## src/rtl/busport_pkg.sv

```systemverilog
package busport_pkg;
  localparam int PORT_W = 8;
  localparam int BUS_W  = 2 * PORT_W;

  typedef enum logic [1:0] {
    MD_SINGLE = 2'd0,
    MD_WIDE   = 2'd1,
    MD_NARROW = 2'd2,
    MD_VISIB  = 2'd3
  } mode_e;

  typedef enum logic [1:0] {
    BT_IDLE = 2'd0,
    BT_ONE  = 2'd1,
    BT_HI   = 2'd2,
    BT_LO   = 2'd3
  } beat_e;

  // direction bit 1 -> latched value, 0 -> sampled pin
  function automatic logic [PORT_W-1:0] merge_read(input logic [PORT_W-1:0] dir,
                                                   input logic [PORT_W-1:0] lat,
                                                   input logic [PORT_W-1:0] pin);
    return (dir & lat) | (~dir & pin);
  endfunction

  function automatic logic [PORT_W-1:0] upper_half(input logic [BUS_W-1:0] w);
    return w[BUS_W-1:PORT_W];
  endfunction

  function automatic logic [PORT_W-1:0] lower_half(input logic [BUS_W-1:0] w);
    return w[PORT_W-1:0];
  endfunction
endpackage

```

## src/rtl/busport_regs.sv

```systemverilog
module busport_regs
  import busport_pkg::*;
#(
  parameter int ADDR_W   = 4,
  parameter int OFF_DATA = 4,
  parameter int OFF_DIR  = 6
) (
  input  logic              clk,
  input  logic              rst_n,
  input  logic              map_en,
  input  logic              reg_wr,
  input  logic [ADDR_W-1:0] reg_addr,
  input  logic [PORT_W-1:0] reg_wdata,
  input  logic [PORT_W-1:0] pc_in,
  output logic [PORT_W-1:0] reg_rdata,
  output logic [PORT_W-1:0] data_q,
  output logic [PORT_W-1:0] ddr_q,
  output logic              wr_data,
  output logic              wr_dir
);
  localparam logic [ADDR_W-1:0] A_DATA = ADDR_W'(OFF_DATA);
  localparam logic [ADDR_W-1:0] A_DIR  = ADDR_W'(OFF_DIR);

  logic [PORT_W-1:0] pin_q;
  logic              hit_data, hit_dir;

  assign hit_data = map_en && (reg_addr == A_DATA);
  assign hit_dir  = map_en && (reg_addr == A_DIR);
  assign wr_data  = reg_wr && hit_data;
  assign wr_dir   = reg_wr && hit_dir;

  always_ff @(posedge clk) begin
    if (!rst_n) begin
      data_q <= '0;
      ddr_q  <= '0;
      pin_q  <= '0;
    end else begin
      pin_q <= pc_in;
      if (wr_data) data_q <= reg_wdata;
      if (wr_dir)  ddr_q  <= reg_wdata;
    end
  end

  always_comb begin
    reg_rdata = '0;
    if (hit_data)     reg_rdata = merge_read(ddr_q, data_q, pin_q);
    else if (hit_dir) reg_rdata = ddr_q;
  end
endmodule

```

## src/rtl/busport_seq.sv

```systemverilog
module busport_seq
  import busport_pkg::*;
(
  input  logic             clk,
  input  logic             rst_n,
  input  mode_e            mode_q,
  input  logic             acc_req,
  input  logic             acc_ext,
  input  logic [BUS_W-1:0] acc_data,
  output beat_e            beat,
  output logic [PORT_W-1:0] hi_q,
  output logic [PORT_W-1:0] lo_q,
  output logic             vis_q,
  output logic             start_one,
  output logic             start_vis,
  output logic             start_split,
  output logic             busy
);
  logic idle, start_wide;

  assign idle        = (beat == BT_IDLE);
  assign start_wide  = idle && acc_req && acc_ext && (mode_q == MD_WIDE);
  assign start_vis   = idle && acc_req && !acc_ext && (mode_q == MD_VISIB);
  assign start_split = idle && acc_req && acc_ext &&
                       ((mode_q == MD_NARROW) || (mode_q == MD_VISIB));
  assign start_one   = start_wide || start_vis;
  assign busy        = !idle;

  always_ff @(posedge clk) begin
    if (!rst_n) begin
      beat  <= BT_IDLE;
      hi_q  <= '0;
      lo_q  <= '0;
      vis_q <= 1'b0;
    end else begin
      case (beat)
        BT_IDLE: begin
          if (start_one || start_split) begin
            hi_q  <= upper_half(acc_data);
            lo_q  <= lower_half(acc_data);
            vis_q <= start_vis;
            beat  <= start_split ? BT_HI : BT_ONE;
          end
        end
        BT_HI:   beat <= BT_LO;
        default: beat <= BT_IDLE;
      endcase
    end
  end
endmodule

```

## src/rtl/busport_drive.sv

```systemverilog
module busport_drive
  import busport_pkg::*;
(
  input  mode_e             mode_q,
  input  beat_e             beat,
  input  logic [PORT_W-1:0] hi_q,
  input  logic [PORT_W-1:0] lo_q,
  input  logic              vis_q,
  input  logic [PORT_W-1:0] data_q,
  input  logic [PORT_W-1:0] ddr_q,
  output logic [PORT_W-1:0] pc_out,
  output logic [PORT_W-1:0] pc_oe,
  output logic [PORT_W-1:0] pd_out,
  output logic [PORT_W-1:0] pd_oe
);
  always_comb begin
    pc_out = '0;
    pc_oe  = '0;
    pd_out = '0;
    pd_oe  = '0;
    case (beat)
      BT_ONE: begin
        pc_out = hi_q;
        pc_oe  = '1;
        if (vis_q) begin
          pd_out = lo_q;
          pd_oe  = '1;
        end
      end
      BT_HI: begin
        pc_out = hi_q;
        pc_oe  = '1;
      end
      BT_LO: begin
        pc_out = lo_q;
        pc_oe  = '1;
      end
      default: begin
        if (mode_q == MD_SINGLE) begin
          pc_out = data_q;
          pc_oe  = ddr_q;
        end
      end
    endcase
  end
endmodule

```

## src/rtl/busport_mux.sv

```systemverilog
module busport_mux
  import busport_pkg::*;
#(
  parameter int ADDR_W   = 4,
  parameter int OFF_DATA = 4,
  parameter int OFF_DIR  = 6
) (
  input  logic              clk,
  input  logic              rst_n,
  input  logic [1:0]        mode,
  input  logic              reg_wr,
  input  logic [ADDR_W-1:0] reg_addr,
  input  logic [PORT_W-1:0] reg_wdata,
  output logic [PORT_W-1:0] reg_rdata,
  input  logic [PORT_W-1:0] pc_in,
  input  logic              acc_req,
  input  logic              acc_ext,
  input  logic [BUS_W-1:0]  acc_data,
  output logic [PORT_W-1:0] pc_out,
  output logic [PORT_W-1:0] pc_oe,
  output logic [PORT_W-1:0] pd_out,
  output logic [PORT_W-1:0] pd_oe,
  output logic              busy
);
  mode_e             mode_q;
  logic              map_en;
  logic [PORT_W-1:0] data_q, ddr_q, hi_q, lo_q;
  logic              wr_data, wr_dir, vis_q;
  logic              start_one, start_vis, start_split;
  beat_e             beat;

  always_ff @(posedge clk) begin
    if (!rst_n) mode_q <= MD_SINGLE;
    else        mode_q <= mode_e'(mode);
  end

  assign map_en = (mode_q == MD_SINGLE);

  busport_regs #(.ADDR_W(ADDR_W), .OFF_DATA(OFF_DATA), .OFF_DIR(OFF_DIR)) u_regs (
    .clk(clk), .rst_n(rst_n), .map_en(map_en), .reg_wr(reg_wr),
    .reg_addr(reg_addr), .reg_wdata(reg_wdata), .pc_in(pc_in),
    .reg_rdata(reg_rdata), .data_q(data_q), .ddr_q(ddr_q),
    .wr_data(wr_data), .wr_dir(wr_dir)
  );

  busport_seq u_seq (
    .clk(clk), .rst_n(rst_n), .mode_q(mode_q), .acc_req(acc_req),
    .acc_ext(acc_ext), .acc_data(acc_data), .beat(beat), .hi_q(hi_q),
    .lo_q(lo_q), .vis_q(vis_q), .start_one(start_one), .start_vis(start_vis),
    .start_split(start_split), .busy(busy)
  );

  busport_drive u_drive (
    .mode_q(mode_q), .beat(beat), .hi_q(hi_q), .lo_q(lo_q), .vis_q(vis_q),
    .data_q(data_q), .ddr_q(ddr_q), .pc_out(pc_out), .pc_oe(pc_oe),
    .pd_out(pd_out), .pd_oe(pd_oe)
  );
endmodule

```

## config.mk

```make
export PLATFORM = sky130hd
export DESIGN_NAME = busport_mux
export DESIGN_NICKNAME = d
export VERILOG_FILES = /design/src/rtl/busport_pkg.sv /design/src/rtl/busport_regs.sv /design/src/rtl/busport_seq.sv /design/src/rtl/busport_drive.sv /design/src/rtl/busport_mux.sv
export SDC_FILE = /design/constraint.sdc
export NUM_CORES = 1
export LEC_CHECK = 0
export ABC_AREA = 1
export BUFFER_PORTS_ARGS = -buffer_cell sky130_fd_sc_hd__buf_4
export CORE_UTILIZATION = 40
export CTS_CLUSTER_DIAMETER = 40
export DETAILED_ROUTE_END_ITERATION = 8
export PLACE_DENSITY = 0.66
export SLEW_MARGIN = 25
export SYNTH_ARGS = -nofsm -noshare
export SYNTH_HDL_FRONTEND = slang
export SYNTH_SLANG_ARGS = --single-unit
```

## constraint.sdc

```tcl
create_clock -name clk -period 4.1 [get_ports clk]
set_clock_uncertainty 0.15 [all_clocks]
set_input_delay 0.82 -clock clk [delete_from_list [all_inputs] [get_ports clk]]
set_output_delay 0.82 -clock clk [all_outputs]
set_load 0.02 [all_outputs]
```

# Word-level counts from Yosys, hierarchy flattened
# Cells that the tools add are included.
# totals
inputBits,43
elab_cells,54
ff_bits,45
# op_classes
bitwise_logic,4
eq_ne,9
muxes,13
n_reduce_logical,20
# ops
operator,n
$mux 8,9
$and 8x8->8,2
$pmux 8 s2,1
$logic_and 1x1->1,10
$eq 2x2->1 const B,4
$eq 4x3->1 const B,2
$not 8->8,1
$or 8x8->8,1
$eq 2x1->1 const B,2
$logic_not 2->1,2
$mux 2,2
$pmux 2 s2,1
$logic_or 1x1->1,3
$reduce_or 3->1,1
$logic_not 1->1,2
$ne 2x2->1 const B,1
$reduce_and 2->1,1
$reduce_or 2->1,1

# Depth between registers and ports, before layout
# logic_depth
word_depth,8
depth_mapped,10

# Hierarchy
# Synthesis repeated with hierarchy kept, for this count alone.
# unflattened
cells_unflattened,457
area_unflattened_um2,2793.9
# by_module_without_submodules
mod,instances,cells_each,area_each_um2
busport_regs,1,184,1223.7
busport_seq,1,164,1032.2
busport_drive,1,102,479.2
busport_mux,1,7,58.8

# Least setup slack after synthesis
# OpenSTA, ideal clock, no wires.
# synth_path
path_kind,input port to output port
startpoint,input port reg_addr[3]
endpoint,output port reg_rdata[0]
cell_stages,5
n_path_buf,0
required_time_ns,3.130
t_arrival_ns,1.812
slack_ns,1.318
cell_sequence,inv_1 -> nand2_1 -> nor2_4 -> nand2_2 -> o21ai_0
# synth_between
elab_chain_cells,4
word_cells_on_any_way,6
classes_between,eq/ne: 2; mux: 2; reduce/logical: 2
# synth_rtl
item,line_no,text
start: declaration,busport_mux.sv:12,"input logic [ADDR_W-1:0] reg_addr,"
$eq 4x3->1,busport_regs.sv:28,assign hit_dir = map_en && (reg_addr == A_DIR);
$logic_and 1x1->1,busport_regs.sv:28,
$mux 8,busport_regs.sv:47,else if (hit_dir) reg_rdata = ddr_q;
$mux 8 *,busport_regs.sv:46,"if (hit_data) reg_rdata = merge_read(ddr_q, data_q, pin_q);"
end: declaration,busport_mux.sv:14,"output logic [PORT_W-1:0] reg_rdata,"
# Mark *: on every way between the ends. The rest lies on a longest branch, timed or not.

# Worst setup path after layout
# layout_path
startpoint,register u_seq.beat[0]
endpoint,output port pc_out[6]
# layout_between
elab_chain_cells,3
word_cells_on_any_way,5
classes_between,eq/ne: 3; mux: 1; reduce/logical: 1
# layout_rtl
item,line_no,text
start: declaration,busport_seq.sv:10,"output beat_e beat,"
start signal: assignment,busport_seq.sv:42,beat <= start_split ? BT_HI : BT_ONE;
$eq 2x1->1 or $eq 2x2->1 (tied branches),busport_drive.sv:21,case (beat)
$reduce_or 2->1 (no source line),-,
$pmux 8 s2 *,busport_drive.sv:21,
end: declaration,busport_mux.sv:19,"output logic [PORT_W-1:0] pc_out,"
# Marked as above.

==> implementation parameters <==
Parameter                              Value

Status
  Status    completed

Power and ir drop
  Sequential group share of total power    30.7%
  Net load switching power    0.672 mW
  Static Leak    1.54 nW
  Clock Power Share    20.5%
  Switching share of total power    41.2%
  Gate power share    48.9%
  Cell internal power dissipation    0.958 mW
  IR Drop Worst-Case VDD    0.000287 V
  Pwr dens    529 nW/um2

Global routing
  Number of antenna violations at the first check in global routing    0
  Overflow after GRT    0
  Pin count of the biggest net entering global routing    46
  Wire length of the first global-routing pass    9470 um
  Via count of the first global-routing pass    2,047
  GR Util All Layers    19.3%

Placement
  Number of buffers added on ports    83
  Number of placed instances with taps included    497
  Post-DP HPWL    4260 um
  Gp weighted congestion    0.845

Final layout
  Highest-count cells in the layout ignoring fill and taps    nand2_1 (83), buf_4 (83), nor2_1 (76)
  Final core utilization    55.0%
  Fraction of layout cells with a size suffix above 1    24.0%
  Syn-to-layout area delta    29.5%
  Final Net Count    479
  Number of inserted diodes    0
  Fill cell instance count of the final layout    615
  Non-filler cells, final    505

Floorplan
  I/O pin total    84
  Core outline area    5610 um2
  Total die area    6260 um2
  Number of cell rows    27
  Die Span Y    79.1 um
  Die width    79.1 um
  Initial core utilization    42.4%

STA
  Slew at the pin closest to its max-slew limit    505 ps
  Endpoints failing setup    0
  Worst slew margin relative to its limit    66.3%
  Total negative slack    0 ps
  Pins over their slew limit    0
  Hold violation total from the final report    0
  Final Cycle Share    74.5%
  Highest attainable clock frequency    0.327 GHz
  RSZ-0062 raised after global routing    no
  Minimum period implied by the final worst setup slack    3060 ps

Clock tree
  Later-pin clock latency in the skew report    290 ps
  CTS-repair resized insts    0
  Clock-pin slew on the worst setup and hold paths    90 ps
  TritonCTS clock tree    yes
  CTS root buf    clkbuf_8
  H-Tree Level Count    2
  Quantity of hold-fixing buffers added after cts    0
  Num Clock Sinks    45
  Number of buffers created by CTS    5
  Buffer levels on the longest clock path    2
  Setup fix buffers added after clock tree synthesis    0

Synth
  Post-Synth Adder-Cell Area    2.10%
  Syn_nets    410
  Yosys top cell area share    37.9%
  Mean instance size in the synthesized netlist    6.56 um2
  Synthesized-area fraction occupied by ao, oa, aoi and oai cells    11.4%
  Post-synth top area cell    dfxtp_1
  Basic-gate share of the synthesized area counting and, or, nand and nor cells    35.1%
  Yosys warnings    0
  Number of storage elements in the synthesis netlist    45
  Portion of the post-synthesis area used by sequential elements    37.9%
  Number of unique standard cell types used by synthesis    26
  Mux cell area share after synthesis    0%
  Main combinational cell family by area after synthesis    simple AND/OR/NAND/NOR gates
  Area share of xor/xnor cells in the synthesized design    0%
  Synth area leaders    dfxtp_1 (38%), nand2_1 (13%), nor2_1 (12%)
  Post-synthesis cell count    363
  Cell area after synthesis    2380 um2

Setup path
  Critical Path Start Type    flop
  Critical path cell sequence    inv_1, ha_1, inv_1, a21oi_1, a31oi_1, buf_4
  Register-to-register path setup slack    2020 ps
  Reg-to-reg critical path endpoint    u_seq.hi_q[2]$_SDFFE_PN0P_
  Critical Path Sink Type    output pin
  R2r startpoint    u_seq.beat[0]$_SDFFE_PN0P_
  Required @ worst endpoint    3130 ps
  Highest cell delay on the worst timing path    480 ps
  R2R cell count    9
  Worst-path cell with the longest stage delay    ha_1
  Critical Setup Path Class    flop to output pin
  Top fanout value on the critical path    15
  Crit path top cell by count    inv_1
  Data arrival at the endpoint of the critical path    2090 ps

Routing
  Detailed-route wire length    5930 um
  Vias after detailed routing    2,403
  Antenna Violating Nets Remaining    0
  WL/cell    11.7 um
  Residual DRC    0
  Detailed Route Iter0 Violations    152
  Vias per Instance    4.76
  First-pass iteration count of the detailed router    4

Flow run
  Number of maximum-capacitance violations    0

Min path
  Number of cells on the worst hold path    2
  Hold EP    u_seq.vis_q$_SDFFE_PN0P_
  Hold crit path type    flop to flop
  Critical hold path startpoint    u_seq.vis_q$_SDFFE_PN0P_
cell type report:
cell class	instances	area (um2)	share of cell area [%]
Multi-Input combinational cell	245	1160	37.5
Timing Repair Buffer	83	623	20.2
Clock inverter	2	38.8	1.26
Clock buffer	6	72.6	2.35
Sequential cell	45	901	29.2
Inverter	52	200	6.50
Tap cell	72	90.1	2.92
sequential cells by signal, indices dropped and copies added (netlist names):
register and count:
u_regs.data_q 8, u_regs.ddr_q 8, u_regs.pin_q 8, u_seq.hi_q 8, u_seq.lo_q 8, mode_q 2
u_seq.beat 2, u_seq.vis_q 1
per-stage QoR:
stage	hold slack [ps]	area, um2	power [mW]	worst slack (ps)
3_5_place_dp	302	2970	1.30	1170
3_3_place_gp	296	2970	1.30	1180
2_1_floorplan	283	2380	1.00	1320
6_report	326	3080	1.63	1040
5_1_grt	356	3080	1.73	819
4_1_cts	328	3080	1.65	1040
cells by family after synthesis:
group	count (synthesis)
AOI/OAI and AO/OA	52
adders and majority gates	4
buffers and inverters	73
DFF	45
and+or+nand+nor	189
worst max-delay path by stage:
stage / from / end / slack [ps] / cells past startpoint
3_3_place_gp: reg_addr[0] / reg_rdata[1] / 1180 / 8
6_report: u_seq.beat[0]$_SDFFE_PN0P_ / pc_out[6] / 1040 / 6
3_5_place_dp: reg_addr[0] / reg_rdata[1] / 1170 / 8
2_1_floorplan: reg_addr[3] / reg_rdata[0] / 1320 / 5
5_1_grt: u_seq.beat[0]$_SDFFE_PN0P_ / pc_out[5] / 820 / 6
4_1_cts: u_seq.beat[0]$_SDFFE_PN0P_ / pc_out[5] / 1040 / 6
routing by layer:
layer / up-vias / global-route usage [%] / routed length (um)
li1: 1258 / - / -
met1: 1083 / 25.4 / 2740
met2: 55 / 32.1 / 2860
met3: 7 / 3.56 / 281
met4: 0 / 4.91 / 48
met5: - / 0 / 0
synthesized netlist by cell type:
cell type / number
o21ai_0: 34
nor2_1: 76
nand3_1: 1
ha_1: 4
or2_1: 1
buf_4: 7
inv_4: 2
inv_1: 49
inv_2: 1
a21oi_1: 7
clkbuf_1: 6
buf_1: 4
nand2_8: 1
nor2_2: 1
o21ai_1: 4
dfxtp_1: 45
nand2_4: 1
buf_6: 2
o21bai_1: 1
nor2_4: 4
a31oi_1: 6
buf_2: 2
nor2_8: 1
nand2_1: 83
nand2_2: 3
nand4_1: 17
worst max-delay path: cells and delay by family, from the launching register on:
kind                       cells  cell delay, ps
buffers and inverters          3             650
DFF                            1             350
adders and majority gates      1             480
AOI/OAI and AO/OA              2             310
power by group through the flow:
stage	combinational, mW	sequential [mW]	clock (mW)
6_report	0.796	0.500	0.334
2_1_floorplan	0.497	0.504	0
3_5_place_dp	0.795	0.510	0
3_3_place_gp	0.791	0.510	0
4_1_cts	0.800	0.500	0.345
5_1_grt	0.862	0.506	0.362
No activity file was read; power rests on OpenSTA's default activity.
